### config.mk
export PLATFORM = sky130hd
export DESIGN_NAME = dual_tick_timer
export DESIGN_NICKNAME = d
export VERILOG_FILES = /design/src/rtl/dtt_pkg.sv /design/src/rtl/dtt_channel.sv /design/src/rtl/dtt_rdmux.sv /design/src/rtl/dual_tick_timer.sv
export SDC_FILE = /design/constraint.sdc
export NUM_CORES = 1
export LEC_CHECK = 0
export BUFFER_PORTS_ARGS = -buffer_cell sky130_fd_sc_hd__buf_2
export CAP_MARGIN = 20
export CORE_ASPECT_RATIO = 0.5
export CORE_MARGIN = 1.5
export CORE_UTILIZATION = 63
export DETAILED_ROUTE_END_ITERATION = 12
export PLACE_DENSITY = 0.82
export RECOVER_POWER = 100
export SLEW_MARGIN = 10
export SYNTH_ARGS = -nofsm -noshare
export SYNTH_HDL_FRONTEND = slang
export SYNTH_SLANG_ARGS = --single-unit
### constraint.sdc
create_clock -name clk -period 5.5 [get_ports clk]
set_clock_uncertainty 0.1 [all_clocks]
set_input_delay 0.275 -clock clk [delete_from_list [all_inputs] [get_ports clk]]
set_output_delay 0.275 -clock clk [all_outputs]
set_load 0.01 [all_outputs]
### src/rtl/dtt_pkg.sv
package dtt_pkg;

    localparam int CTRL_BITS = 11;

    // bit 10 down to bit 0 of the control/status word
    typedef struct packed {
        logic all_go;      // 10: start every channel
        logic pwm_sel;     // 9 : stored only
        logic hit_flag;    // 8 : sticky terminal-count flag, write 1 clears
        logic run;         // 7 : channel running
        logic irq_on;      // 6 : interrupt enable
        logic preload;     // 5 : counter follows reload register
        logic rearm;       // 4 : auto-reload
        logic cap_sel;     // 3 : stored only
        logic gen_sel;     // 2 : stored only
        logic count_down;  // 1 : direction
        logic mode_sel;    // 0 : stored only
    } ctrl_t;

    typedef enum logic [1:0] {
        REG_CTRL  = 2'd0,
        REG_LOAD  = 2'd1,
        REG_COUNT = 2'd2,
        REG_NONE  = 2'd3
    } reg_sel_e;

    function automatic ctrl_t ctrl_from_bus(input logic [CTRL_BITS-1:0] w);
        return ctrl_t'(w);
    endfunction

    function automatic logic [CTRL_BITS-1:0] ctrl_to_bus(input ctrl_t c);
        return CTRL_BITS'(c);
    endfunction

endpackage

### src/rtl/dtt_channel.sv
module dtt_channel
    import dtt_pkg::*;
#(
    parameter int CNT_W = 32
) (
    input  logic             clk,
    input  logic             rst,
    input  logic             ctrl_we,
    input  logic             load_we,
    input  logic [CNT_W-1:0] wdata,
    input  logic             all_go_any,
    output ctrl_t            ctrl_q,
    output logic [CNT_W-1:0] load_q,
    output logic [CNT_W-1:0] cnt_q,
    output logic             irq
);

    ctrl_t            wr_ctrl;
    ctrl_t            ctrl_n;
    logic [CNT_W-1:0] cnt_n;
    logic [CNT_W-1:0] term_val;
    logic             step_en;
    logic             hit;

    assign wr_ctrl  = ctrl_from_bus(wdata[CTRL_BITS-1:0]);
    assign step_en  = ctrl_q.run & ~ctrl_q.preload;
    assign term_val = ctrl_q.count_down ? '0 : '1;

    always_comb begin
        if (ctrl_q.preload) begin
            cnt_n = load_q;
        end else if (!ctrl_q.run) begin
            cnt_n = cnt_q;
        end else if (cnt_q == term_val) begin
            cnt_n = ctrl_q.rearm ? load_q : cnt_q;
        end else if (ctrl_q.count_down) begin
            cnt_n = cnt_q - 1'b1;
        end else begin
            cnt_n = cnt_q + 1'b1;
        end
    end

    assign hit = step_en & (cnt_n == term_val);

    always_comb begin
        ctrl_n = ctrl_q;
        if (ctrl_we) begin
            ctrl_n          = wr_ctrl;
            ctrl_n.hit_flag = ctrl_q.hit_flag & ~wr_ctrl.hit_flag;
        end else if (hit && !ctrl_q.rearm) begin
            ctrl_n.run = 1'b0;
        end
        if (hit) begin
            ctrl_n.hit_flag = 1'b1;
        end
        if (all_go_any) begin
            ctrl_n.run = 1'b1;
        end
    end

    always_ff @(posedge clk) begin
        if (rst) begin
            ctrl_q <= '0;
            load_q <= '0;
            cnt_q  <= '0;
        end else begin
            ctrl_q <= ctrl_n;
            cnt_q  <= cnt_n;
            if (load_we) begin
                load_q <= wdata;
            end
        end
    end

    assign irq = ctrl_q.hit_flag & ctrl_q.irq_on;

    a_r4_preload_follows: assert property (@(posedge clk) disable iff (rst)
        ctrl_q.preload |=> cnt_q == $past(load_q));

    a_r5_step_down: assert property (@(posedge clk) disable iff (rst)
        (step_en && ctrl_q.count_down && cnt_q != '0) |=> cnt_q == $past(cnt_q) - 1'b1);

    a_r5_step_up: assert property (@(posedge clk) disable iff (rst)
        (step_en && !ctrl_q.count_down && cnt_q != '1) |=> cnt_q == $past(cnt_q) + 1'b1);

    a_r5_idle_hold: assert property (@(posedge clk) disable iff (rst)
        (!ctrl_q.run && !ctrl_q.preload) |=> $stable(cnt_q));

    a_r6_flag_at_terminal: assert property (@(posedge clk) disable iff (rst)
        $rose(ctrl_q.hit_flag) |-> (cnt_q == '0 || cnt_q == '1));

    a_r8_stop_sets_flag: assert property (@(posedge clk) disable iff (rst)
        ($fell(ctrl_q.run) && !$past(ctrl_we)) |-> ctrl_q.hit_flag);

    a_r9_flag_sticky: assert property (@(posedge clk) disable iff (rst)
        (ctrl_q.hit_flag && !ctrl_we) |=> ctrl_q.hit_flag);

endmodule

### src/rtl/dtt_rdmux.sv
module dtt_rdmux
    import dtt_pkg::*;
#(
    parameter int NUM_CH = 2,
    parameter int DATA_W = 32,
    parameter int IDX_W  = 1
) (
    input  logic              clk,
    input  logic              rst,
    input  logic              rd_en,
    input  logic              aligned,
    input  logic [IDX_W-1:0]  idx,
    input  logic [1:0]        sel,
    input  logic [DATA_W-1:0] ctrl_w [NUM_CH],
    input  logic [DATA_W-1:0] load_w [NUM_CH],
    input  logic [DATA_W-1:0] cnt_w  [NUM_CH],
    output logic [DATA_W-1:0] rdata
);

    logic [DATA_W-1:0] pick;

    always_comb begin
        pick = '0;
        for (int i = 0; i < NUM_CH; i++) begin
            if (aligned && idx == IDX_W'(i)) begin
                case (reg_sel_e'(sel))
                    REG_CTRL:  pick = ctrl_w[i];
                    REG_LOAD:  pick = load_w[i];
                    REG_COUNT: pick = cnt_w[i];
                    default:   pick = '0;
                endcase
            end
        end
    end

    always_ff @(posedge clk) begin
        if (rst) begin
            rdata <= '0;
        end else if (rd_en) begin
            rdata <= pick;
        end
    end

    a_r13_rdata_hold: assert property (@(posedge clk) disable iff (rst)
        !rd_en |=> $stable(rdata));

endmodule

### src/rtl/dual_tick_timer.sv
module dual_tick_timer
    import dtt_pkg::*;
#(
    parameter int NUM_CH = 2,
    parameter int DATA_W = 32,
    parameter int ADDR_W = 5
) (
    input  logic              clk,
    input  logic              rst,
    input  logic [ADDR_W-1:0] bus_addr,
    input  logic              bus_we,
    input  logic [DATA_W-1:0] bus_wdata,
    input  logic              bus_re,
    output logic [DATA_W-1:0] bus_rdata,
    output logic [NUM_CH-1:0] irq
);

    localparam int IDX_W = ADDR_W - 4;

    logic              aligned;
    logic [1:0]        reg_sel;
    logic [IDX_W-1:0]  ch_idx;
    logic [NUM_CH-1:0] ctrl_we;
    logic [NUM_CH-1:0] load_we;
    logic              all_go_any;
    logic [DATA_W-1:0] ctrl_w [NUM_CH];
    logic [DATA_W-1:0] load_w [NUM_CH];
    logic [DATA_W-1:0] cnt_w  [NUM_CH];

    assign aligned    = (bus_addr[1:0] == 2'b00);
    assign reg_sel    = bus_addr[3:2];
    assign ch_idx     = bus_addr[ADDR_W-1:4];
    assign all_go_any = (|ctrl_we) & bus_wdata[CTRL_BITS-1];

    for (genvar g = 0; g < NUM_CH; g++) begin : g_ch
        ctrl_t ch_ctrl;

        assign ctrl_we[g] = bus_we && aligned && ch_idx == IDX_W'(g)
                            && reg_sel_e'(reg_sel) == REG_CTRL;
        assign load_we[g] = bus_we && aligned && ch_idx == IDX_W'(g)
                            && reg_sel_e'(reg_sel) == REG_LOAD;

        dtt_channel #(
            .CNT_W (DATA_W)
        ) u_chan (
            .clk        (clk),
            .rst        (rst),
            .ctrl_we    (ctrl_we[g]),
            .load_we    (load_we[g]),
            .wdata      (bus_wdata),
            .all_go_any (all_go_any),
            .ctrl_q     (ch_ctrl),
            .load_q     (load_w[g]),
            .cnt_q      (cnt_w[g]),
            .irq        (irq[g])
        );

        assign ctrl_w[g] = {{(DATA_W-CTRL_BITS){1'b0}}, ctrl_to_bus(ch_ctrl)};

        a_r11_start_both: assert property (@(posedge clk) disable iff (rst)
            all_go_any |=> ch_ctrl.run);
    end

    dtt_rdmux #(
        .NUM_CH (NUM_CH),
        .DATA_W (DATA_W),
        .IDX_W  (IDX_W)
    ) u_rdmux (
        .clk     (clk),
        .rst     (rst),
        .rd_en   (bus_re),
        .aligned (aligned),
        .idx     (ch_idx),
        .sel     (reg_sel),
        .ctrl_w  (ctrl_w),
        .load_w  (load_w),
        .cnt_w   (cnt_w),
        .rdata   (bus_rdata)
    );

endmodule

==> results of run 1 <==
==> stage by stage <==
step / hold WS [ns] / total power, mW / utilization (%) / worst slack [ns] / std cells
after floorplan: 0.3110 / 1.529 / - / 1.397 / 1746
after global placement: 0.3413 / 1.606 / 67.26 / 0.7529 / 1984
after detailed placement: 0.3475 / 1.611 / 67.34 / 0.7035 / 1985
after CTS: 0.003082 / 2.951 / 70.81 / 0.6872 / 2020
after global routing: 0.003793 / 3.040 / 70.80 / 0.2920 / 2027
final: 0.007254 / 2.972 / 70.80 / 0.4306 / 2027
==> cells in the final DEF, fill, tap and decap left out, types with 8 or more instances in the layout <==
cell,synthesis,layout
nor3_1,39,39
mux2i_1,46,46
o21bai_1,7,8
or3_1,20,20
o31ai_1,8,8
and3_1,12,12
o21a_1,17,17
nand2b_1,11,11
clkbuf_1,98,42
xnor2_1,19,19
a21oi_1,206,206
a22oi_1,51,51
dfxtp_1,182,182
nor2b_1,36,35
a31oi_1,13,13
mux2_2,9,8
xor2_1,13,13
o21ai_0,94,96
a21o_1,18,18
nor4_1,13,14
clkbuf_16,0,17
buf_4,2,19
o221ai_1,41,41
a221oi_1,8,8
o22ai_1,25,25
nand4_1,28,28
o211ai_1,15,15
ha_1,60,60
a211oi_1,24,25
inv_1,23,23
buf_2,16,39
nand2_1,262,262
nor2_1,154,154
nand3_1,38,38
==> logic make-up after synthesis <==
family | share of synthesized area, %
compound gates | 30.32
buf+inv | 4.611
simple gates | 24.23
mux | 4.349
flops | 28.21
fa+ha+maj | 6.122
xor+xnor | 2.170
==> worst register-to-register path, cell delays in order (launching register included) <==
cell and delay [ns]:
dfxtp_1 0.33, buf_4 0.44, ha_1 0.36, nand4_1 0.23
a211oi_1 0.65, nand3_1 0.41, o21ai_1 0.65, a22o_1 0.26
o21bai_1 0.09, or4b_2 0.62, o21ai_0 0.30, o2111ai_1 0.22
o31a_1 0.29
==> power by group <==
| part | total [mW] | switching [mW] | leakage, nW | internal [mW] |
|---|---|---|---|---|
| Sequential | 1.36 | 0.0229 | 1.47 | 1.34 |
| Combinational | 0.235 | 0.160 | 3.29 | 0.0747 |
| Clock | 1.38 | 0.545 | 0.312 | 0.831 |
==> flip-flops by register name (all words and copies together), names as in the netlist <==
register            count
g_ch.u_chan.load_q     64
g_ch.u_chan.ctrl_q     22
u_rdmux.rdata          32
g_ch.u_chan.cnt_q      64
==> worst max-delay path by stage <==
stage	from	endpoint	slack [ns]	cells after the start
6_report	g_ch[0].u_chan.ctrl_q[1]	g_ch[0].u_chan.ctrl_q[7]	0.43	12
5_1_grt	g_ch[0].u_chan.ctrl_q[1]	g_ch[0].u_chan.ctrl_q[7]	0.29	12
4_1_cts	g_ch[1].u_chan.ctrl_q[1]	g_ch[1].u_chan.ctrl_q[7]	0.69	12
3_5_place_dp	g_ch[1].u_chan.ctrl_q[1]	g_ch[1].u_chan.ctrl_q[7]	0.70	12
3_3_place_gp	g_ch[1].u_chan.ctrl_q[1]	g_ch[1].u_chan.ctrl_q[7]	0.75	13
2_1_floorplan	g_ch[1].u_chan.ctrl_q[1]	g_ch[1].u_chan.ctrl_q[7]	1.40	14
==> final cells by class <==
class / instances / area share [%]
Multi-Input combinational cell: 1415 / 61.87
Sequential cell: 182 / 26.03
Timing Repair Buffer: 108 / 4.388
Clock buffer: 20 / 3.262
Tap cell: 266 / 2.377
Clock inverter: 12 / 1.430
Inverter: 24 / 0.6435
==> routing by layer <==
metal,track usage (%),up-vias,wire length [µm]
li1,-,6502,-
met1,60.16,6555,18960
met2,60.46,978,18910
met3,9.492,103,6050
met4,11.47,0,1162
met5,0,-,0
==> summary.md, run 1 <==
| Metric | Value |
|---|---|
| Outcome | `finished with violations` |
| Failing checks | `capacitance limit, slew limit` |
| Reg2reg start | `g_ch[0].u_chan.ctrl_q[1]` |
| Post-Synthesis Cells | `1746` |
| Leading area contributor after synthesis | `dfxtp_1` |
| Antenna Nets Post-Route | `0` |
| Clock sinks | `182` |
| Worst-Skew Late Latency | `0.45 ns` |
| List of most frequent post-synthesis cells | `262 x nand2_1, 206 x a21oi_1, 182 x dfxtp_1` |
| Detailed placement HPWL | `33.60 mm` |
| H-tree Lvls | `4` |
| Number of diodes | `0` |
| Hold depth | `3` |
| Antenna violations before repair | `0` |
| Largest cells by area after synthesis | `dfxtp_1 28%, a21oi_1 8.0%, nand2_1 7.6%` |
| Number of DRC markers in iteration 0 | `2498` |
| Cell Rows | `36` |
| Crit-path cells | `buf_4, ha_1, nand4_1, a211oi_1, nand3_1, o21ai_1, a22o_1, o21bai_1, or4b_2, o21ai_0, o2111ai_1, o31a_1` |
| IO Port Bufs | `74` |
| Worst-Margin Slew | `2.970 ns` |
| Register area share after synthesis | `28.21%` |
| Grt ovf | `0` |
| Vias | `14140` |
| Fmax | `197.3 MHz` |
| Net count reported at finish | `1851` |
| Vias per cell | `6.975` |
| Die Y | `104.3 µm` |
| Resize count post-CTS | `0` |
| Dpl cell area | `13320 µm²` |
| CP required | `5.73 ns` |
| Root Driver | `clkbuf_16` |
| CP Class | `flop to flop` |
| Post-synth top area share | `28.21%` |
| Max-cap violation count | `1` |
| Total GRT Usage | `41.31%` |
| Max Buffers Root-to-Sink | `2` |
| R2R depth | `12` |
| Area of the multi-input gates | `8662 µm²` |
| CP arrival | `5.30 ns` |
| Initial Util | `65.33%` |
| Slowest CP cell | `a211oi_1` |
| Layout area overhead | `8.379%` |
| Final Setup Violations | `0` |
| Async S/R FF share, synth | `0%` |
| EDFF count, synth | `0` |
| Total Wirelength | `45.09 mm` |
| Synth Warn # | `0` |
| Crit-path max cell delay | `0.65 ns` |
| Vias in the first global route | `12570` |
| Filler cells | `1631` |
| Lkg Pwr | `5.076 nW` |
| Die ar. | `21420 µm²` |
| Relative slew margins | `-97.97%` |
| Worst hold path class | `input port to flop` |
| Minimum clock period | `5.069 ns` |
| Final hold violations | `0` |
| Worst Path Buf+Inv | `1` |
| Reg2reg setup slack | `0.43 ns` |
| Post-synthesis cell type count | `91` |
| Largest net degree at the start of global routing | `108` |
| IO Count | `75` |
| Fraction of layout cells with a size suffix above 1 | `7.098%` |
| Worst Setup End Kind | `flop` |
| Number of synthesized register bits | `182` |
| RSZ-0062 raised after global routing | `false` |
| Routed wire length per instance | `22.24 µm` |
| Setup total negative slack | `0 ns` |
| Crit path max fanout | `42` |
| Predominant post-synthesis flop cell | `dfxtp_1` |
| Hold buffer count at cts | `3` |
| Die width | `205.5 µm` |
| Core area | `19770 µm²` |
| CTS tree | `done` |
| Type of element launching the critical path | `flop` |
| Final instance area | `14000 µm²` |
| DRC Markers | `0` |
| FF/Latch Area | `3643 µm²` |
| DR pass1 iterations | `9` |
| FF-to-FF End | `g_ch[0].u_chan.ctrl_q[7]` |
| Slew Viols, Final | `65` |
| First-pass GRT wire length | `69.34 mm` |
| Pwr Density | `212.3 nW/µm²` |
| Mapped Area | `12920 µm²` |
| Worst hold endpoint | `g_ch[1].u_chan.load_q[26]` |
| Mapped Nets | `1849` |
| Top cell family by delay on the critical path | `compound AO/OA/AOI/OAI gates` |
| Top-count cell post-synth | `nand2_1` |
| Hold path start | `bus_wdata[26]` |
| Tcrit/Tclk final | `92.17%` |
| Post-CTS Setup Inserts | `0` |
| Average cell area after synthesis | `7.398 µm²` |
| CTS buffer count | `17` |
| Clock Pin Slew Worst Setup and Hold Paths | `0.08 ns` |
| Gpl congestion | `1.005` |
| Maximum vdd ir drop | `223.6 µV` |
(Power assumes the default switching activity.)
==> inputs of run 2 (changes only) <==
- ABC_AREA: unset -> 0
- SYNTH_HIERARCHICAL: unset -> 1
==> summary.md, run 2 <==
| Metric | Value |
|---|---|
| Net count reported at finish | `1907` |
| Cell Rows | `38` |
| Vias | `14930` |
| Slowest CP cell | `dfxtp_1` |
| Routed wire length per instance | `23.29 µm` |
| Worst-Margin Slew | `3.373 ns` |
| RSZ-0062 raised after global routing | `false` |
| Worst Setup End Kind | `flop` |
| Most frequent cells in the layout | `227 x nor2_1, 182 x dfxtp_1, 162 x mux2i_1, 123 x o21ai_0, 110 x a21oi_1` |
| Reg2reg setup slack | `0.39 ns` |
| DR pass1 iterations | `8` |
| Async S/R FF share, synth | `0%` |
| Register area share after synthesis | `25.63%` |
| Post-synthesis cell type count | `87` |
| Outcome | `finished with violations` |
| Pwr Density | `194.2 nW/µm²` |
| Type of element launching the critical path | `flop` |
| Lkg Pwr | `5.845 nW` |
| Relative slew margins | `-124.9%` |
| Final hold violations | `0` |
| H-tree Lvls | `4` |
| Post-CTS Setup Inserts | `0` |
| CP arrival | `5.34 ns` |
| Initial Util | `64.85%` |
| IO Count | `75` |
| Fraction of layout cells with a size suffix above 1 | `7.925%` |
| Post-Synthesis Cells | `1770` |
| Grt ovf | `0` |
| Hold path start | `bus_wdata[26]` |
| List of most frequent post-synthesis cells | `228 x nor2_1, 182 x dfxtp_1, 162 x mux2i_1` |
| Clock sinks | `182` |
| Root Driver | `clkbuf_16` |
| Final WS setup | `0.3920 ns` |
| Fmax | `195.8 MHz` |
| Worst hold path class | `input port to flop` |
| Largest net degree at the start of global routing | `89` |
| R2R depth | `13` |
| Failing checks | `capacitance limit, slew limit` |
| Vias per cell | `7.042` |
| Worst hold endpoint | `g_ch[1].u_chan/load_q[26]` |
| Final Util | `69.07%` |
| CTS buffer count | `17` |
| FF-to-FF End | `g_ch[1].u_chan/ctrl_q[7]` |
| Dpl cell area | `14650 µm²` |
| Slew Viols, Final | `151` |
| Vias in the first global route | `13280` |
| Largest cells by area after synthesis | `dfxtp_1 26%, mux2i_1 11%, nor2_1 6.0%` |
| Maximum vdd ir drop | `247.9 µV` |
| Leading area contributor after synthesis | `dfxtp_1` |
| Post-synth top area share | `25.63%` |
| Max Buffers Root-to-Sink | `2` |
| Core area | `21920 µm²` |
| Total GRT Usage | `41.03%` |
| Setup total negative slack | `0 ns` |
| Worst Path Buf+Inv | `1` |
| Crit path max fanout | `24` |
| Mapped Area | `14210 µm²` |
| Max-cap violation count | `3` |
| Synth Warn # | `6` |
| Antenna violations before repair | `3` |
| Filler cells | `1807` |
| Minimum clock period | `5.108 ns` |
| Reg2reg start | `g_ch[1].u_chan/ctrl_q[1]` |
| Layout area overhead | `6.506%` |
| EDFF count, synth | `0` |
| Top Registers | `g_ch.u_chan/cnt_q x64, g_ch.u_chan/load_q x64, u_rdmux/rdata x32` |
| Die Y | `109.2 µm` |
| Resize count post-CTS | `0` |
| Die ar. | `23530 µm²` |
| DRC Markers | `0` |
| First-pass GRT wire length | `75.03 mm` |
| Clock Pin Slew Worst Setup and Hold Paths | `0.07 ns` |
| Total Wirelength | `49.37 mm` |
| Hold buffer count at cts | `0` |
| Antenna Nets Post-Route | `0` |
| Worst-Skew Late Latency | `0.44 ns` |
| CP Class | `flop to flop` |
| CTS tree | `done` |
| Crit-path cells | `buf_4, ha_1, nand4_1, a211oi_2, a41oi_1, or2_1, o22ai_1, or3_1, a2111o_1, or4_1, o21ai_0, o2111ai_2, o211a_1` |
| Die width | `215.4 µm` |
| Number of DRC markers in iteration 0 | `2249` |
| Average cell area after synthesis | `8.030 µm²` |
| IO Port Bufs | `74` |
| Total power | `2.941 mW` |
| Final Setup Violations | `0` |
| Top-count cell post-synth | `nor2_1` |
| Final instance area | `15140 µm²` |
| Tcrit/Tclk final | `92.87%` |
| Gpl congestion | `1.065` |
| Commonest non-fill, non-tap cell in the layout | `nor2_1` |
| Predominant post-synthesis flop cell | `dfxtp_1` |
| Pre-CTS setup slack | `0.6628 ns` |
| Hold depth | `3` |
| Detailed placement HPWL | `36.09 mm` |
| Crit-path max cell delay | `1.03 ns` |
| Number of synthesized register bits | `182` |
| CP required | `5.73 ns` |
| Top cell family by delay on the critical path | `compound AO/OA/AOI/OAI gates` |
==> run 2: cell type report <==
class	instances	area, µm²	share of cell area (%)
sequential	182	3643	24.07
clock buffer	21	460.4	3.042
antenna	3	7.507	0.04959
timing repair buffer	99	515.5	3.405
clock inverter	11	147.6	0.9753
multi-input combinational	1475	9879	65.26
tap	300	375.4	2.480
inverter	29	108.9	0.7191
==> run 2: logic make-up after synthesis <==
group / after synthesis / share of synthesized area, %
other cells: 1 / 0.02638
flops: 182 / 25.63
buf+inv: 154 / 5.537
mux: 176 / 12.52
compound gates: 546 / 26.47
fa+ha+maj: 62 / 5.563
xor+xnor: 30 / 1.849
simple gates: 619 / 22.40
==> run 2: per-layer routing <==
layer / part of all wire, % / GRT usage [%] / up-vias
li1: - / - / 6690
met1: 42 / 57.48 / 7059
met2: 43 / 63.48 / 1007
met5: 0 / 0 / -
met4: 3.6 / 14.59 / 0
met3: 12 / 7.392 / 173
==> run 2: power breakdown <==
| group | internal [mW] | switching [mW] |
|---|---|---|
| clock | 0.740 | 0.534 |
| combinational | 0.104 | 0.195 |
| sequential | 1.34 | 0.0270 |
==> run 2: how the worst max path moves through the flow <==
stage	start	end	slack, ns	cells past startpoint
after floorplan	g_ch[0].u_chan/ctrl_q[1]	g_ch[0].u_chan/ctrl_q[7]	1.22	13
after detailed placement	g_ch[1].u_chan/ctrl_q[1]	g_ch[1].u_chan/ctrl_q[7]	0.66	13
after global routing	g_ch[1].u_chan/ctrl_q[1]	g_ch[1].u_chan/ctrl_q[7]	0.13	13
after global placement	g_ch[1].u_chan/ctrl_q[1]	g_ch[1].u_chan/ctrl_q[7]	0.82	13
final	g_ch[1].u_chan/ctrl_q[1]	g_ch[1].u_chan/ctrl_q[7]	0.39	13
after CTS	g_ch[1].u_chan/ctrl_q[1]	g_ch[1].u_chan/ctrl_q[7]	0.64	13
==> run 2: worst register-to-register path: stages, from the launching register on <==
cell and delay, ns:
dfxtp_1 1.03, buf_4 0.34, ha_1 0.35, nand4_1 0.20
a211oi_2 0.10, a41oi_1 0.49, or2_1 0.47, o22ai_1 0.17
or3_1 0.39, a2111o_1 0.35, or4_1 0.40, o21ai_0 0.18
o2111ai_2 0.18, o211a_1 0.25
==> run 2: stage by stage <==
step | hold WS (ns) | cells
finish | 0.01986 | 2120
floorplan | 0.2396 | 1811
detailed placement | 0.3663 | 2084
global route | 0.02749 | 2120
CTS | 0.005505 | 2116
global placement | 0.3569 | 2084
